--- config.mk ---
export PLATFORM = sky130hd
export DESIGN_NAME = lcdseg_driver
export DESIGN_NICKNAME = d
export VERILOG_FILES = /design/src/rtl/lcdseg_pkg.sv /design/src/rtl/lcdseg_ctrl.sv /design/src/rtl/lcdseg_datapath.sv /design/src/rtl/lcdseg_driver.sv
export SDC_FILE = /design/constraint.sdc
export NUM_CORES = 1
export LEC_CHECK = 0
export ABC_AREA = 1
export BUFFER_PORTS_ARGS = -buffer_cell sky130_fd_sc_hd__buf_2
export CORE_AREA = 10 10 104 106
export CTS_CLUSTER_DIAMETER = 120
export DETAILED_ROUTE_END_ITERATION = 7
export DIE_AREA = 0 0 114 116
export GPL_TIMING_DRIVEN = 0
export HOLD_SLACK_MARGIN = 0.06
export PLACE_DENSITY = 0.77
export RECOVER_POWER = 25
export SYNTH_ARGS = -nofsm -noshare
export SYNTH_HDL_FRONTEND = slang
export SYNTH_SLANG_ARGS = --single-unit
--- constraint.sdc ---
create_clock -name clk -period 1.6 [get_ports clk]
set_input_delay 0.32 -clock clk [delete_from_list [all_inputs] [get_ports clk]]
set_output_delay 0.32 -clock clk [all_outputs]
set_load 0.005 [all_outputs]
--- src/rtl/lcdseg_pkg.sv ---
package lcdseg_pkg;

  localparam int SEG_COUNT = 38;
  localparam int DIV_BITS  = 8;

  typedef struct packed {
    logic shiftEn;   // accept one serial bit
    logic outUpd;    // refresh the serial output register
    logic ldEn;      // copy shift register into the latch
    logic divTick;   // advance the backplane divider
  } lcdStrobes_t;

  typedef enum logic [1:0] {
    TAP_30 = 2'b00,
    TAP_32 = 2'b01,
    TAP_34 = 2'b10,
    TAP_38 = 2'b11
  } tapSel_e;

  function automatic int tapPosition(input logic [1:0] sel);
    case (tapSel_e'(sel))
      TAP_30:  return 30;
      TAP_32:  return 32;
      TAP_34:  return 34;
      default: return 38;
    endcase
  endfunction

endpackage

--- src/rtl/lcdseg_ctrl.sv ---
module lcdseg_ctrl
  import lcdseg_pkg::*;
(
  input  logic        clk,
  input  logic        rstN,
  input  logic        csN,
  input  logic        shiftClk,
  input  logic        load,
  input  logic        oscIn,
  output lcdStrobes_t strobes
);

  logic shiftClkQ;
  logic oscInQ;

  // Edge history; both start high so reset release never fakes a falling edge.
  always_ff @(posedge clk or negedge rstN) begin
    if (!rstN) begin
      shiftClkQ <= 1'b1;
      oscInQ    <= 1'b1;
    end else begin
      shiftClkQ <= shiftClk;
      oscInQ    <= oscIn;
    end
  end

  always_comb begin
    strobes         = '0;
    strobes.shiftEn = shiftClkQ & ~shiftClk & ~csN;
    strobes.outUpd  = ~shiftClkQ & shiftClk;
    strobes.ldEn    = load;
    strobes.divTick = ~oscInQ & oscIn;
  end

endmodule

--- src/rtl/lcdseg_datapath.sv ---
module lcdseg_datapath
  import lcdseg_pkg::*;
#(
  parameter int NumSeg  = SEG_COUNT,
  parameter int DivBits = DIV_BITS
) (
  input  logic               clk,
  input  logic               rstN,
  input  lcdStrobes_t        strobes,
  input  logic               dataIn,
  input  logic [1:0]         tapSel,
  input  logic               oscMode,
  input  logic               dispClk,
  output logic               dataOut,
  output logic               backplane,
  output logic [NumSeg-1:0]  seg,
  output logic [NumSeg-1:0]  shiftVec,
  output logic [NumSeg-1:0]  latchVec,
  output logic [DivBits-1:0] divCnt
);

  localparam int NumTaps = 4;

  logic [NumSeg-1:0]  shiftQ;
  logic [NumSeg-1:0]  shiftNext;
  logic [NumSeg-1:0]  latchQ;
  logic [NumTaps-1:0] tapBits;
  logic               outQ;
  logic [DivBits-1:0] divQ;
  logic               bpLevel;

  assign shiftNext = strobes.shiftEn ? {shiftQ[NumSeg-2:0], dataIn} : shiftQ;

  always_ff @(posedge clk or negedge rstN) begin
    if (!rstN) begin
      shiftQ <= '0;
    end else begin
      shiftQ <= shiftNext;
    end
  end

  // The latch samples the post-shift value, so a held load tracks every shift.
  always_ff @(posedge clk or negedge rstN) begin
    if (!rstN) begin
      latchQ <= '0;
    end else if (strobes.ldEn) begin
      latchQ <= shiftNext;
    end
  end

  for (genvar k = 0; k < NumTaps; k++) begin : g_tap
    localparam int Pos = tapPosition(2'(k));
    assign tapBits[k] = shiftQ[Pos-1];
  end

  always_ff @(posedge clk or negedge rstN) begin
    if (!rstN) begin
      outQ <= 1'b0;
    end else if (strobes.outUpd) begin
      outQ <= tapBits[tapSel];
    end
  end

  always_ff @(posedge clk or negedge rstN) begin
    if (!rstN) begin
      divQ <= '0;
    end else if (strobes.divTick) begin
      divQ <= divQ + 1'b1;
    end
  end

  assign bpLevel = oscMode ? divQ[DivBits-1] : dispClk;

  for (genvar i = 0; i < NumSeg; i++) begin : g_seg
    assign seg[i] = latchQ[i] ^ bpLevel;
  end

  assign dataOut   = outQ;
  assign backplane = bpLevel;
  assign shiftVec  = shiftQ;
  assign latchVec  = latchQ;
  assign divCnt    = divQ;

endmodule

--- src/rtl/lcdseg_driver.sv ---
module lcdseg_driver
  import lcdseg_pkg::*;
(
  input  logic                 clk,
  input  logic                 rstN,
  input  logic                 csN,
  input  logic                 shiftClk,
  input  logic                 dataIn,
  input  logic                 load,
  input  logic [1:0]           tapSel,
  input  logic                 oscMode,
  input  logic                 dispClk,
  input  logic                 oscIn,
  output logic                 dataOut,
  output logic                 backplane,
  output logic [SEG_COUNT-1:0] seg
);

  lcdStrobes_t          strobes;
  logic [SEG_COUNT-1:0] shiftVec;
  logic [SEG_COUNT-1:0] latchVec;
  logic [DIV_BITS-1:0]  divCnt;

  lcdseg_ctrl u_ctrl (
    .clk      (clk),
    .rstN     (rstN),
    .csN      (csN),
    .shiftClk (shiftClk),
    .load     (load),
    .oscIn    (oscIn),
    .strobes  (strobes)
  );

  lcdseg_datapath #(
    .NumSeg  (SEG_COUNT),
    .DivBits (DIV_BITS)
  ) u_dp (
    .clk       (clk),
    .rstN      (rstN),
    .strobes   (strobes),
    .dataIn    (dataIn),
    .tapSel    (tapSel),
    .oscMode   (oscMode),
    .dispClk   (dispClk),
    .dataOut   (dataOut),
    .backplane (backplane),
    .seg       (seg),
    .shiftVec  (shiftVec),
    .latchVec  (latchVec),
    .divCnt    (divCnt)
  );

endmodule

==> flow_summary.toml, run 1 <==
[status]
status = "finished, violations left"
violations = "negative setup slack"

[hold_path]
holdPathEnd = "u_ctrl.oscInQ$_DFF_PN1_"
hp-start = "oscIn"
hold_path.class = "input port to register"
whs_path_depth = 1

[clock_network]
clock-root-buffer = "clkbuf_8"
htreeDepth = 3
cts.path.max_buffers = 2
cts_tree = "done"
numCtsBuffers = 9
insertion_delay_ns = 0.35
clkTransAtPathRegs_ns = 0.08
clock-sinks = 87

[sta]
setup_ws_ns = -0.2487
hold_viol = 0
clock_skew_ns = 0.01065
max_freq_mhz = 540.9
rsz0062_at_grt = "true"
maxSlewViolCount = 0
timing.hold.ws_ns = 0.1012
tightest_slew_ns = 0.9308
setup_violations = 39
tns_ns = -7.767
period_share_pct = 115.5
min_period_ns = 1.849
relSlewSlack_pct = 37.95

[power]
powerDensity_nw_per_um2 = 1071
power_frac_comb_pct = 17.1
sw_frac_of_total_pct = 26.63
vdd_ir_drop_max_v = 0.0003676
total_leakage_power_nw = 2.415
p_int_mw = 3.730
power_switching_mw = 1.354
seqPwrFrac_pct = 50.4
p_clk_share_pct = 32.5

[place]
placement.io_buffers = 50
globalplace.congestion = 0.8150
dp_hpwl_mm = 5.906

[synthesis]
netlist_area_um2 = 4031
yosys_warnings = 0
syn_avg_cell_area_um2 = 8.632
synth_seq_area_share_pct = 54.07
synth_seq_cells = 87
postSynthCellCount = 467
synth_nets = 479
synth.distinct_cells = 22

[detailed_routing]
antenna_left = 0
drt-initial-drc-count = 107
wl_per_cell_um = 12.73
drt-total-wl_mm = 8.199
drc_errors = 0
first_pass_iters = 4
avgViaCountPerCell = 4.705
routed-via-count = 3030

[setup_path]
reg2regPathDepth = 6
endpoint_kind = "primary output"
critPathLaunchType = "register"
crit_start = "u_dp.divCnt[7]$_DFFE_PN0P_"
worstPathRequired_ns = 1.28
cp_max_fo = 10
r2r_slack_ns = 0.11
rr_startpoint = "u_ctrl.shiftClkQ$_DFF_PN1_"
critical_path_class = "register to primary output"
cp_data_arrival_time_ns = 1.53
r2r-end = "u_dp.shiftVec[24]$_DFF_PN0_"

[floorplanning]
rows = 34
fp.coreArea_um2 = 8678
boundaryPins = 51
initial_core_util_pct = 46.45
die_area_um2 = 13220
die_h_um = 116
die_w_um = 114

[global_route]
met3_usage_pct = 3.411
grt_use_met2_pct = 22.13
grt_max_degree = 53
grt_remaining_overflow = 0
use_met1_pct = 15.39
grt_pass1_vias = 3174
busiest_layer = "met2"
grt_antenna_before_repair = 0
grt_usage_pct = 13.07
grt_pass1_wl_mm = 14.36

[cells_and_area]
drive_gt1_share_pct = 16.60
synthToLayoutAreaGrowth_pct = 17.72
antenna_cells = 0
final.fill_count = 778
layout_common_cells = "nand2_1 (168), dfrtp_1 (85), buf_2 (53), inv_1 (49), nand3_1 (44)"
layout_commonest_cell = "nand2_1"
nNetsFinal = 543

[run]
drv_cap = 0
routing by layer:
| layer | wire length, um | vias up | part of all wire [%] |
|---|---|---|---|
| met3 | 454 | 11 | 5.5 |
| met2 | 3929 | 51 | 48 |
| met5 | 0 | - | 0 |
| li1 | - | 1524 | - |
| met1 | 3671 | 1444 | 45 |
| met4 | 143 | 0 | 1.7 |
sequential cells by signal, indices dropped and copies added, names as in the netlist:
name,count
u_dp.shiftVec,38
u_ctrl.shiftClkQ,1
u_dp.divCnt,8
u_dp.latchVec,38
u_dp.dataOut,1
u_ctrl.oscInQ,1
cell usage after synthesis:
master / n / area [um^2]
a21oi_2: 1 / 8.760
buf_6: 1 / 11.26
buf_4: 3 / 22.52
inv_2: 2 / 7.510
nand4_1: 1 / 6.260
clkbuf_1: 6 / 22.52
mux2_2: 1 / 11.26
dfstp_2: 2 / 52.55
nand2_1: 168 / 630.6
buf_1: 1 / 3.750
nor2_1: 8 / 30.03
buf_2: 9 / 45.04
xnor2_1: 3 / 26.28
xor2_1: 39 / 341.6
nor3_2: 1 / 10.01
dfrtp_1: 85 / 2127
nand3_1: 44 / 220.2
and2_1: 38 / 237.7
ha_1: 1 / 12.51
a21oi_1: 2 / 10.01
inv_1: 49 / 183.9
o21ai_0: 2 / 10.01
critical path, stage by stage (launching register included):
cell and delay [ns]:
dfrtp_1 0.36, inv_2 0.06, a21oi_4 0.18, buf_4 0.24, xor2_1 0.20, buf_2 0.15
logic make-up after synthesis:
| logic type | share of synthesized area (%) |
|---|---|
| buffers and inverters | 7.356 |
| XOR/XNOR | 9.125 |
| multiplexers | 0.2793 |
| AO/OA/AOI/OAI | 0.7139 |
| flip-flops | 54.07 |
| AND/OR/NAND/NOR | 28.15 |
| adder cells (fa/ha/maj) | 0.3103 |
worst max path at each step:
stage	endpoint	slack (ns)	cells after the start
floorplan	seg[10]	0.23	5
global placement	u_dp.latchVec[12]$_DFFE_PN0P_	-0.51	1
detailed placement	seg[15]	-0.13	6
CTS	seg[30]	-0.27	6
global route	seg[11]	-0.37	6
finish	seg[27]	-0.25	5
layout make-up:
class	count	area [um^2]	area share [%]
multi-input cells	309	1593	33.56
flip-flops and latches	87	2180	45.93
clock inverters	4	70.07	1.476
well taps	108	135.1	2.847
repair buffers	53	305.3	6.433
inverters	51	191.4	4.034
plain buffers	20	126.4	2.663
clock buffers	12	145.1	3.058
power by group through the flow:
stage / clock [mW] / sequential (mW) / combinational [mW]
floorplan: 0 / 2.57 / 0.517
global placement: 0 / 2.59 / 0.822
detailed placement: 0 / 2.60 / 0.862
CTS: 1.69 / 2.56 / 0.893
global route: 1.78 / 2.59 / 1.00
finish: 1.65 / 2.56 / 0.870
what timing repair did:
action / CTS / global route
hold buffers: 1 / 0
pin swaps: 8 / 5
buffers inserted: 1 / 0
resized for setup: 7 / 6
hold endpoints to repair: 34 / 0
endpoints found under the setup margin: 39 / 70
through the flow:
step / worst slack, ns / instances / instance area [um^2] / power [mW] / util (%)
global placement: -0.5067 / 625 / 4417 / 3.413 / 50.89
CTS: -0.2675 / 644 / 4725 / 5.138 / 54.44
detailed placement: -0.1319 / 626 / 4447 / 3.465 / 51.24
finish: -0.2487 / 644 / 4746 / 5.084 / 54.69
floorplan: 0.2340 / 467 / 4031 / 3.086 / -
global route: -0.3675 / 644 / 4746 / 5.365 / 54.69
Power figures use the tool's default switching activity.
==> inputs of run 2 (changes only) <==
--- a/constraint.sdc
+++ b/constraint.sdc
@@ -3,2 +3,2 @@
 set_output_delay 0.32 -clock clk [all_outputs]
-set_load 0.005 [all_outputs]
+set_load 0.1 [all_outputs]
==> run 2 against run 1 <==
Compared with the run above: the flow still finishes with violations (negative setup slack); first-iteration DRC count grew 38%; largest cell class is now multi-input gates; clock power decreased by 12%; maximum frequency down 10%; combinational power increased to 3.4 times the previous value.
==> flow_summary.toml, run 2 (synthesis gave the netlist of run 1 again) <==
[status]
status = "finished, violations left"
violations = "negative setup slack"

[sta]
hold_viol = 0
timing.hold.ws_ns = 0.1038
rsz0062_at_grt = "true"
tns_ns = -15.55
tightest_slew_ns = 1.060
setup_violations = 39
maxSlewViolCount = 0
clock_skew_ns = 0.01359
min_period_ns = 2.053
max_freq_mhz = 487.1
period_share_pct = 128.3
setup_ws_ns = -0.4531
relSlewSlack_pct = 29.36

[setup_path]
rr_startpoint = "u_ctrl.shiftClkQ$_DFF_PN1_"
endpoint_kind = "primary output"
crit_path_max_incr_delay_ns = 0.37
critPathLaunchType = "register"
cp-endpoint = "seg[34]"
critical_path_class = "register to primary output"
reg2regPathDepth = 6
worst_path_most_repeated_cell = "buf_12"
worstPathRequired_ns = 1.28
path_cells = "inv_2 -> a21oi_4 -> buf_12 -> buf_12 -> buf_12 -> xor2_4 -> buf_12"
cp_data_arrival_time_ns = 1.73
crit_start = "u_dp.divCnt[7]$_DFFE_PN0P_"
cp_max_fo = 5
r2r_slack_ns = 0.11
r2r-end = "u_dp.shiftVec[27]$_DFF_PN0_"
slowest_stage = "dfrtp_1"

[clock_network]
htreeDepth = 3
clock-root-buffer = "clkbuf_8"
clkTransAtPathRegs_ns = 0.07
numCtsBuffers = 9
insertion_delay_ns = 0.35
clock-sinks = 87
cts.path.max_buffers = 2
cts_tree = "done"

[detailed_routing]
antenna_left = 0
routed-via-count = 3100
drt-total-wl_mm = 8.885
wl_per_cell_um = 13.63
first_pass_iters = 4
drc_errors = 0
drt-initial-drc-count = 148
avgViaCountPerCell = 4.755

[global_route]
grt_pass1_wl_mm = 15.74
grt_pass1_vias = 3326
grt_max_degree = 71
grt_usage_pct = 14.55
grt_remaining_overflow = 0
grt_antenna_before_repair = 0

[floorplanning]
die_area_um2 = 13220
die_w_um = 114
initial_core_util_pct = 46.45
boundaryPins = 51
die_h_um = 116
fp.coreArea_um2 = 8678
rows = 34

[power]
total_leakage_power_nw = 2.808
vdd_ir_drop_max_v = 0.0008007
p_int_mw = 4.241
seqPwrFrac_pct = 37.6
powerDensity_nw_per_um2 = 1146
power_switching_mw = 2.822
sw_frac_of_total_pct = 39.95
p_clk_share_pct = 20.6
power_frac_comb_pct = 41.8

[hold_path]
hp-start = "oscIn"
hold_path.class = "input port to register"

[run]
drv_cap = 0

[cells_and_area]
nNetsFinal = 551
layout_commonest_cell = "nand2_1"
antenna_cells = 0
layout_common_cells = "nand2_1 (168), dfrtp_1 (85), inv_1 (49), buf_12 (45), nand3_1 (44)"
final.fill_count = 604
synthToLayoutAreaGrowth_pct = 52.86
drive_gt1_share_pct = 23.35

[place]
dp_hpwl_mm = 5.952
globalplace.congestion = 0.8364
placement.io_buffers = 50
## run 2: cell types whose count changed in the layout (fill, tap and decap cells not counted), moves of 34 or more
| cell | change |
|---|---|
| buf_12 | +43 |
| xor2_1 | -34 |
| buf_2 | -39 |
| xor2_4 | +38 |
## run 2: worst min path at each step
stage,to,slack [ns],cells after the start
after floorplan,u_dp.dataOut$_DFFE_PN0P_,0.02,0
after global placement,u_ctrl.oscInQ$_DFF_PN1_,0.45,1
after detailed placement,u_dp.latchVec[28]$_DFFE_PN0P_,0.21,1
after CTS,u_ctrl.oscInQ$_DFF_PN1_,0.08,1
after global routing,u_ctrl.shiftClkQ$_DFF_PN1_,0.10,1
final,u_ctrl.oscInQ$_DFF_PN1_,0.10,1
## run 2: critical path: cells and delay by family (launching register included)
kind / cells / cell delay (ns)
buf+inv: 5 / 0.69
flops: 1 / 0.37
xor+xnor: 1 / 0.19
compound gates: 1 / 0.14
## run 2: layer usage
layer,track usage [%],vias to the layer above,share of wire (%)
li1,-,1526,-
met1,17.90,1476,42
met2,24.15,78,51
met3,3.204,20,4.3
met4,6.349,0,2.5
met5,0,-,0
## run 2: area by class of cell
cell class,count,area [um^2],area share [%]
Multi-Input combinational cell,309,2276,36.93
Sequential cell,87,2180,35.37
Timing Repair Buffer,61,1027,16.67
Inverter,51,191.4,3.107
Buffer,20,175.2,2.843
Clock buffer,14,142.6,2.315
Tap cell,108,135.1,2.193
Clock inverter,2,35.03,0.5685
## run 2: repair_timing
action | 4_1_cts | 5_1_grt
gates resized for setup | 164 | 4
endpoints found under the hold margin | 17 | 0
cloned | 2 | 0
pin swaps | 1 | 1
setup endpoints to repair | 39 | 75
hold buffers | 1 | 0
setup buffers | 5 | 2
## run 2: power groups by stage
stage / Clock [mW] / Sequential (mW) / Combinational, mW
after floorplan: 0 / 2.69 / 1.93
after CTS: 1.48 / 2.66 / 2.97
after global placement: 0 / 2.69 / 2.24
after detailed placement: 0 / 2.70 / 2.28
final: 1.45 / 2.66 / 2.95
after global routing: 1.60 / 2.70 / 3.10
## run 2: metrics by stage
| stage | cells | utilization [%] | instance area [um^2] | total power [mW] | worst slack [ns] |
|---|---|---|---|---|---|
| after floorplan | 467 | - | 4790 | 4.622 | -0.3478 |
| final | 652 | 71.01 | 6162 | 7.062 | -0.4531 |
| after global placement | 625 | 59.63 | 5175 | 4.932 | -0.5516 |
| after detailed placement | 626 | 59.98 | 5205 | 4.975 | -0.5707 |
| after CTS | 650 | 70.86 | 6150 | 7.103 | -0.4712 |
| after global routing | 652 | 71.01 | 6162 | 7.393 | -0.5117 |
